[src/rtl/irq_redirect_pkg.sv]
package irq_redirect_pkg;
  localparam int ENT_W     = 64;
  localparam int F_DEST_LO = 56;
  localparam int F_MASK    = 16;
  localparam int F_TRIG    = 15;
  localparam int F_POL     = 13;
  localparam int F_DMODE   = 11;
  localparam int F_DLV_LO  = 8;

  typedef enum logic [2:0] {
    DLV_FIXED  = 3'd0,
    DLV_LOWPRI = 3'd1,
    DLV_PMI    = 3'd2,
    DLV_NMI    = 3'd4,
    DLV_INIT   = 3'd5,
    DLV_SIPI   = 3'd6,
    DLV_EXTINT = 3'd7
  } dlv_mode_e;

  typedef struct packed {
    logic [7:0] dest;
    logic       dest_mode;
    logic [2:0] dlv;
    logic [7:0] vector;
    logic       pol;
    logic       trig;
  } dlv_msg_t;
endpackage

[src/rtl/irq_pin_latch.sv]
module irq_pin_latch #(
  parameter int NUM_PINS   = 24,
  parameter bit REMAP_PIN0 = 1'b1
) (
  input  logic                clk_i,
  input  logic                rst_ni,
  input  logic [NUM_PINS-1:0] pin_i,
  input  logic [NUM_PINS-1:0] level_i,
  input  logic [NUM_PINS-1:0] take_i,
  output logic [NUM_PINS-1:0] pend_o
);
  logic [NUM_PINS-1:0] eff, lvl_q, edge_q;

  generate
    if (REMAP_PIN0) begin : g_remap
      always_comb begin
        eff    = pin_i;
        eff[2] = pin_i[2] | pin_i[0];
        eff[0] = 1'b0;
      end
    end else begin : g_direct
      assign eff = pin_i;
    end
  endgenerate

  always_ff @(posedge clk_i or negedge rst_ni) begin
    if (!rst_ni) begin
      lvl_q  <= '0;
      edge_q <= '0;
    end else begin
      lvl_q  <= eff;
      // a fresh rising edge wins over consumption
      edge_q <= (edge_q & ~take_i) | (eff & ~lvl_q);
    end
  end

  for (genvar i = 0; i < NUM_PINS; i++) begin : g_pend
    assign pend_o[i] = level_i[i] ? lvl_q[i] : edge_q[i];
  end
endmodule

[src/rtl/irq_prio_pick.sv]
module irq_prio_pick #(
  parameter int N     = 24,
  localparam int IDX_W = (N > 1) ? $clog2(N) : 1
) (
  input  logic [N-1:0]     req_i,
  output logic             any_o,
  output logic [IDX_W-1:0] idx_o
);
  assign any_o = |req_i;

  always_comb begin
    idx_o = '0;
    for (int i = N - 1; i >= 0; i--) begin
      if (req_i[i]) idx_o = IDX_W'(i);
    end
  end
endmodule

[src/rtl/irq_remote_irr.sv]
module irq_remote_irr #(
  parameter int NUM_PINS = 24
) (
  input  logic                  clk_i,
  input  logic                  rst_ni,
  input  logic [NUM_PINS-1:0]   set_i,
  input  logic                  eoi_valid_i,
  input  logic [7:0]            eoi_vector_i,
  input  logic [NUM_PINS*8-1:0] vec_i,
  output logic [NUM_PINS-1:0]   rirr_o
);
  logic [NUM_PINS-1:0] clr;

  for (genvar i = 0; i < NUM_PINS; i++) begin : g_clr
    assign clr[i] = eoi_valid_i && (vec_i[i*8 +: 8] == eoi_vector_i);
  end

  always_ff @(posedge clk_i or negedge rst_ni) begin
    if (!rst_ni) rirr_o <= '0;
    else         rirr_o <= (rirr_o & ~clr) | set_i;
  end
endmodule

[src/rtl/irq_redirect_engine.sv]
module irq_redirect_engine
  import irq_redirect_pkg::*;
#(
  parameter int NUM_PINS   = 24,
  parameter bit REMAP_PIN0 = 1'b1,
  localparam int PIN_W     = $clog2(NUM_PINS)
) (
  input  logic                      clk_i,
  input  logic                      rst_ni,
  input  logic [NUM_PINS-1:0]       pin_i,
  input  logic [NUM_PINS*ENT_W-1:0] entry_i,
  output logic [NUM_PINS-1:0]       remote_irr_o,
  input  logic                      eoi_valid_i,
  input  logic [7:0]                eoi_vector_i,
  input  logic [7:0]                ext_vector_i,
  output logic                      msg_valid_o,
  input  logic                      msg_ready_i,
  output logic [PIN_W-1:0]          msg_pin_o,
  output logic [7:0]                msg_dest_o,
  output logic                      msg_dest_mode_o,
  output logic [2:0]                msg_dlv_mode_o,
  output logic [7:0]                msg_vector_o,
  output logic                      msg_polarity_o,
  output logic                      msg_trig_o
);
  logic [NUM_PINS-1:0]   mask_v, level_v, pend, cand, take;
  logic [NUM_PINS*8-1:0] vec_v;
  logic                  any, load, vld_q;
  logic [PIN_W-1:0]      sel, pin_q;
  logic [ENT_W-1:0]      ent_sel;
  dlv_msg_t              msg_d, msg_q;

  for (genvar i = 0; i < NUM_PINS; i++) begin : g_fields
    assign mask_v[i]       = entry_i[i*ENT_W + F_MASK];
    assign level_v[i]      = entry_i[i*ENT_W + F_TRIG];
    assign vec_v[i*8 +: 8] = entry_i[i*ENT_W +: 8];
  end

  irq_pin_latch #(.NUM_PINS(NUM_PINS), .REMAP_PIN0(REMAP_PIN0)) u_latch (
    .clk_i   (clk_i),
    .rst_ni  (rst_ni),
    .pin_i   (pin_i),
    .level_i (level_v),
    .take_i  (take),
    .pend_o  (pend)
  );

  assign cand = pend & ~mask_v & ~(level_v & remote_irr_o);

  irq_prio_pick #(.N(NUM_PINS)) u_pick (
    .req_i (cand),
    .any_o (any),
    .idx_o (sel)
  );

  assign load = any && (!vld_q || msg_ready_i);
  assign take = load ? (NUM_PINS'(1) << sel) : '0;

  irq_remote_irr #(.NUM_PINS(NUM_PINS)) u_rirr (
    .clk_i        (clk_i),
    .rst_ni       (rst_ni),
    .set_i        (take & level_v),
    .eoi_valid_i  (eoi_valid_i),
    .eoi_vector_i (eoi_vector_i),
    .vec_i        (vec_v),
    .rirr_o       (remote_irr_o)
  );

  assign ent_sel = entry_i[sel*ENT_W +: ENT_W];

  always_comb begin
    msg_d.dest      = ent_sel[F_DEST_LO +: 8];
    msg_d.dest_mode = ent_sel[F_DMODE];
    msg_d.dlv       = ent_sel[F_DLV_LO +: 3];
    msg_d.pol       = ent_sel[F_POL];
    msg_d.trig      = ent_sel[F_TRIG];
    msg_d.vector    = (ent_sel[F_DLV_LO +: 3] == DLV_EXTINT) ? ext_vector_i : ent_sel[7:0];
  end

  always_ff @(posedge clk_i or negedge rst_ni) begin
    if (!rst_ni) begin
      vld_q <= 1'b0;
      pin_q <= '0;
      msg_q <= '0;
    end else if (load) begin
      vld_q <= 1'b1;
      pin_q <= sel;
      msg_q <= msg_d;
    end else if (msg_ready_i) begin
      vld_q <= 1'b0;
    end
  end

  assign msg_valid_o     = vld_q;
  assign msg_pin_o       = pin_q;
  assign msg_dest_o      = msg_q.dest;
  assign msg_dest_mode_o = msg_q.dest_mode;
  assign msg_dlv_mode_o  = msg_q.dlv;
  assign msg_vector_o    = msg_q.vector;
  assign msg_polarity_o  = msg_q.pol;
  assign msg_trig_o      = msg_q.trig;
endmodule

[config.mk]
export PLATFORM = sky130hd
export DESIGN_NAME = irq_redirect_engine
export DESIGN_NICKNAME = d
export VERILOG_FILES = /design/src/rtl/irq_redirect_pkg.sv /design/src/rtl/irq_pin_latch.sv /design/src/rtl/irq_prio_pick.sv /design/src/rtl/irq_remote_irr.sv /design/src/rtl/irq_redirect_engine.sv
export SDC_FILE = /design/constraint.sdc
export NUM_CORES = 1
export LEC_CHECK = 0
export BUFFER_PORTS_ARGS = -buffer_cell sky130_fd_sc_hd__buf_2
export CAP_MARGIN = 0
export CORE_AREA = 8 8 623 625
export DETAILED_ROUTE_END_ITERATION = 10
export DIE_AREA = 0 0 631 633
export PLACE_DENSITY = 0.3
export SLEW_MARGIN = 20
export SYNTH_ARGS = -nofsm -noshare
export SYNTH_HDL_FRONTEND = slang
export SYNTH_SLANG_ARGS = --single-unit
[constraint.sdc]
create_clock -name clk_i -period 6.3 [get_ports clk_i]
set_input_delay 0.315 -clock clk_i [delete_from_list [all_inputs] [get_ports clk_i]]
set_output_delay 0.315 -clock clk_i [all_outputs]
set_load 0.01 [all_outputs]
==> results.yml, run 1 <==
grt:
  track_usage_pct: 8.410
  grt_pass1_wl_um: 210700
  antenna_found_initial: 183
  overflow: 0
  grt_start_max_net_pins: 67
  grt_pass1_vias: 16480
setup_path:
  crit_path_cell_trace: "nand3b_1, a21oi_1, nor3_1, o211ai_1, o22ai_2, nor2_4, nand2_1, a311oi_1, nor3_1, buf_4, nor4_2, o211ai_1, buf_4, o211ai_2"
  slowest_delay_ps: 800
  start_kind: "flop"
  critPathBufInv: 2
  crit_slowest_cell: "nor2_4"
  r2r_slack_ps: 1210
  cp.arrival_ps: 5410
  worst_setup_path_end_kind: "flop"
  timing.rr.end: "msg_vector_o[2]"
  cp_data_required_time_ps: 6610
  timing.rr.start: "u_rirr.rirr_o[11]"
  critPathKind: "flop to flop"
  crit_fanout: 15
  cp_top_family: "simple AND/OR/NAND/NOR gates"
  rr_worst_depth: 14
power:
  p_clk_share_pct: 9.7
  p_sw_uw: 3715
  p_leak_uw: 0.007364
  powerDensity_mw_per_mm2: 281.7
  p_seq_share_pct: 14.8
  internal_power_uw: 2389
  netSwitchingFraction_pct: 60.87
  p_comb_share_pct: 75.5
  ir_drop_uv: 173.8
timing:
  slew_headroom_pct: 29.99
  finalSetupTns_ps: 0
  max_freq_mhz: 196.4
  worst_pin_slew_ps: 1050
  final.setup.worst_slack_ps: 1209
  post-route-period-util_pct: 80.81
  finClkSkew_ps: 22.55
  grt_setup_unrepaired: "no"
  finalHoldViolations: 0
  setup_viol: 0
  min_period_ps: 5091
  slew_violations: 0
detailed_routing:
  drtPass1Iterations: 5
  drtIter0Drc: 1067
  num_vias: 15990
  antenna_left: 0
  avgRoutedWirePerCell_um: 24.41
  vias_per_cell: 2.211
  routed_wl_um: 176500
  drc: 0
place:
  io_buffer_count: 647
  gp_congestion: 0.8706
  pre_cts_slack_ps: 1039
  dp_hpwl_um: 159800
clock_network:
  cts_buffers: 9
  cts_root_buf: "clkbuf_16"
  cts_sinks: 99
  clk_pin_slew_ps: 100
  cts_buffer_depth: 2
  cts_tree: "yes"
  clk_latency_ps: 390
  cts_setup_buffers: 0
  htree_levels: 3
final_layout:
  fillers: 45030
  layout_common_cells: "buf_2, nand2_1, xor2_1, a21oi_1, o21ai_0"
  final_common_cell: "buf_2"
  final_nets: 3699
  drive_above_1_share_pct: 38.47
  seq_area_mm2: 0.002477
  multiInputGateArea_mm2: 0.008277
  area_growth_pct: 92.57
die:
  fp.dieH_um: 633
  pin_count: 1632
  die-width_um: 631
  core_area_mm2: 0.3778
  die_area_mm2: 0.3994
  start_util_pct: 2.979
  row_count: 226
hold_path:
  hold_path.class: "input pin to flop"
  min_from: "pin_i[3]"
  holdPathEnd: "u_latch.lvl_q[3]"
  hold_depth: 1
synth:
  synthCells: 1480
  synthArstFlopShare_pct: 100.0
  yosysUniqueCellTypes: 87
  yosysSeqAreaShare_pct: 22.01
  syn_area_per_cell_um2: 7.604
  synth-main-ff-cell: "dfrtp_1"
  synth_seq_cells: 99
  synth_edf_count: 0
  mappedNetlistArea_mm2: 0.01125
  yosys_warnings: 0
  synth_nets: 3060
status:
  status: "finished, final reports clean"
job:
  max-cap-violations: 0
worst max-delay path by stage:
stage                                  start         endpoint  depth (start not counted)  slack (ps)
after detailed placement   u_rirr.rirr_o[11]  msg_vector_o[2]                         14        1040
after floorplan           u_latch.edge_q[10]  msg_vector_o[0]                         13        3260
final                      u_rirr.rirr_o[11]  msg_vector_o[2]                         14        1210
after global placement      u_rirr.rirr_o[9]  msg_vector_o[2]                         14         570
after global routing       u_rirr.rirr_o[11]  msg_vector_o[2]                         14         970
after CTS                  u_rirr.rirr_o[11]  msg_vector_o[2]                         14        1010
routing by layer:
metal / vias to the layer above / part of all wire (%) / GRT usage (%)
li1: 6934 / - / -
met4: 42 / 5.3 / 3.453
met3: 318 / 7.2 / 2.702
met2: 956 / 54 / 16.62
met5: - / 0.15 / 0
met1: 7741 / 33 / 7.895
final cells by class:
cell class / count / area share (%)
clock buffer: 10 / 1.057
sequential: 99 / 11.43
clock inverter: 6 / 0.2309
inverter: 24 / 0.4157
antenna: 92 / 1.062
multi-input combinational: 1240 / 38.19
timing repair buffer: 745 / 18.65
tap: 5016 / 28.96
through the flow:
| step | power [uW] | std cells | cell area, um^2 | util [%] | hold WS (ps) |
|---|---|---|---|---|---|
| after global routing | 6499 | 7188 | 21560 | 5.707 | 19.42 |
| after global placement | 5779 | 7123 | 21150 | 5.597 | 383.9 |
| after CTS | 6400 | 7140 | 21440 | 5.675 | 5.816 |
| after detailed placement | 5769 | 7123 | 21150 | 5.599 | 386.4 |
| after floorplan | 2831 | 1480 | 11250 | - | 19.41 |
| final | 6104 | 7232 | 21670 | 5.736 | 36.18 |
sequential cells by signal, indices dropped and copies added (netlist names):
| name | flops |
|---|---|
| msg_trig_o | 1 |
| msg_vector_o | 8 |
| u_latch.lvl_q | 23 |
| msg_dest_mode_o | 1 |
| msg_polarity_o | 1 |
| msg_valid_o | 1 |
| msg_dest_o | 8 |
| u_rirr.rirr_o | 24 |
| u_latch.edge_q | 24 |
| msg_dlv_mode_o | 3 |
| msg_pin_o | 5 |
Yosys cell counts (all sizes together), types with 3 or more instances:
master	number	area share (%)
nand2	203	6.9
xor2	168	13
a21oi	115	5.2
o21ai	115	5.1
dfrtp	99	22
nand3	78	3.7
buf	77	3.7
mux2i	55	4.9
nor2	52	1.8
nor3	44	2.1
clkbuf	40	1.3
a31oi	35	1.9
nor4	30	1.9
a221oi	29	2.3
o22ai	29	1.6
nand4	28	1.7
o221ai	25	2.0
inv	24	0.80
xnor2	24	1.9
a32o	23	2.0
o211ai	21	1.7
a211oi	15	1.1
a311oi	14	1.1
nor3b	14	0.93
nand2b	11	0.61
a31o	10	0.78
o311ai	10	0.93
nand3b	9	0.60
a221o	7	0.62
a21boi	6	0.40
o22a	6	0.47
a21o	5	0.33
a22o	5	0.39
o31ai	5	0.33
or4	5	0.37
and3	4	0.22
o21bai	4	0.27
and2	3	0.17
or2	3	0.19
or3b	3	0.23
logic make-up (layout without fill, tap and decap cells):
group | after synthesis | in the layout | synth area share (%)
flops | 99 | 99 | 22.01
compound gates | 498 | 498 | 30.40
xor+xnor | 192 | 192 | 14.94
mux | 55 | 55 | 4.892
buf+inv | 141 | 785 | 5.848
other cells | 0 | 92 | 0
simple gates | 495 | 495 | 21.90
power by group through the flow:
stage	sequential, uW	combinational (uW)	clock (uW)
floorplan	923	1910	0
global placement	916	4860	0
detailed placement	917	4850	0
CTS	905	4870	626
global route	916	4950	637
finish	905	4610	593
repair_timing:
item,in CTS,in global routing
hold endpoints to repair,40,0
gates resized for setup,0,0
hold buffers,1,0
(Power assumes the default switching activity.)
==> run 2: changes to the inputs <==
Clock period 6.3 ns to 5.2 ns, I/O delays scaled along.
==> run 2 against run 1 <==
- combinational power is 26% higher
- sequential share of layout area is 0.37 points lower
- global-route usage increased by 0.067 points
- count of clock-buffer cells in the layout fell by 1
- via count is 1.7% higher
- worst setup slack worse by 970 ps
- power increased by 26%
- utilization up 0.19 points
- critical path type unchanged
- critical endpoint is now msg_vector_o[1]
- largest power group unchanged
==> results.yml, run 2 (synthesized netlist as in run 1, its figures left out) <==
detailed_routing:
  drc: 0
  antenna_left: 0
  vias_per_cell: 2.219
  drtIter0Drc: 1038
  routed_wl_um: 177800
  avgRoutedWirePerCell_um: 24.27
  num_vias: 16260
  drtPass1Iterations: 5
final_layout:
  final_nets: 3749
  top_regs: "u_latch.edge_q x24, u_rirr.rirr_o x24, u_latch.lvl_q x23"
  final_common_cell: "buf_2"
  layout_common_cells: "buf_2, nand2_1, xor2_1, buf_4, a21oi_1"
  drive_above_1_share_pct: 39.42
  area_growth_pct: 99.07
timing:
  grt_setup_unrepaired: "no"
  slew_headroom_pct: 27.55
  min_period_ps: 4964
  finClkSkew_ps: 25.22
  worst_pin_slew_ps: 1077
  slew_violations: 0
  finalSetupTns_ps: 0
  post-route-period-util_pct: 95.47
  hold_ws_ps: 18.40
  setup_viol: 0
  max_freq_mhz: 201.4
  finalHoldViolations: 0
setup_path:
  cp_data_required_time_ps: 5470
  critPathKind: "flop to flop"
  start_kind: "flop"
  cp.arrival_ps: 5240
  worst_setup_path_end_kind: "flop"
  crit_fanout: 15
grt:
  grt_pass1_wl_um: 212400
  grt_start_max_net_pins: 74
  overflow: 0
  grt_pass1_vias: 16680
  antenna_found_initial: 191
  track_usage_pct: 8.477
clock_network:
  cts_setup_buffers: 0
  cts_sinks: 99
  cts_tree: "yes"
  htree_levels: 3
  cts_buffers: 9
  cts_root_buf: "clkbuf_16"
  clk_latency_ps: 400
  cts_buffer_depth: 2
  clk_pin_slew_ps: 80
die:
  fp.dieH_um: 633
  row_count: 226
  die-width_um: 631
  pin_count: 1632
  start_util_pct: 2.979
  die_area_mm2: 0.3994
  core_area_mm2: 0.3778
power:
  ir_drop_uv: 210.4
  p_leak_uw: 0.007674
  powerDensity_mw_per_mm2: 344.6
place:
  io_buffer_count: 647
  dp_hpwl_um: 161800
  gp_congestion: 0.8658
job:
  max-cap-violations: 0
status:
  status: "finished, final reports clean"
hold_path:
  hold_path.class: "input pin to flop"
-- run 2: per-stage QoR --
step	setup slack [ps]	utilization, %	power, uW	cells	instance area, um^2
2_1_floorplan	2161	-	3430	1480	11250
3_3_place_gp	69.27	5.698	7187	7157	21530
3_5_place_dp	118.4	5.707	7197	7158	21560
4_1_cts	66.74	5.838	8067	7190	22050
5_1_grt	9.183	5.885	8200	7258	22230
6_report	235.6	5.930	7721	7326	22400
-- run 2: critical path, cell delays in order (launching register included) --
cell       delay [ps]
dfrtp_1           450
nand3b_1          180
a21oi_1           420
a21oi_1           100
o2bb2ai_1         460
o22a_2            600
nand3_4           500
buf_4             380
o221ai_1          180
a21oi_1            60
nor3_1            270
a21o_1            640
buf_4             290
or2_4             170
o211ai_2           90
-- run 2: power breakdown --
group | total, uW | switching [uW] | internal (uW)
Combinational | 5820 | 4040 | 1780
Clock | 830 | 397 | 433
Sequential | 1070 | 127 | 943
Total | 7720 | 4570 | 3150
-- run 2: final timing paths --
check	startpoint	endpoint	slack [ps]	cells past startpoint
max reg2reg	u_rirr.rirr_o[21]	msg_vector_o[1]	240	14
max in group asynchronous	rst_ni	msg_dest_o[7]	3420	3
min reg2reg	u_latch.lvl_q[23]	u_latch.edge_q[23]	460	1
min	pin_i[19]	u_latch.lvl_q[19]	20	1
max	u_rirr.rirr_o[21]	msg_vector_o[1]	240	14
min in group asynchronous	rst_ni	msg_dlv_mode_o[0]	420	2
-- run 2: cell type report --
type	count	area [um^2]
antenna	136	340.3
clock buffer	9	225.2
clock inverter	7	108.9
fill	45000	355400
inverter	24	90.09
multi-input combinational	1240	8304
sequential	99	2477
tap	5016	6276
timing repair buffer	795	4579
-- run 2: what timing repair did --
action | in CTS | in global routing
endpoints found under the setup margin | 0 | 1
resized for setup | 0 | 1
hold buffers | 16 | 0
hold endpoints to repair | 54 | 0
-- run 2: routing by layer --
metal  wire (um)  up-vias  global-route usage (%)
met2       96390      983                   16.73
met3       13490      361                   2.763
li1            -     7092                       -
met4        9522       46                   3.459
met1       58130     7776                   7.967
met5         307        -                       0
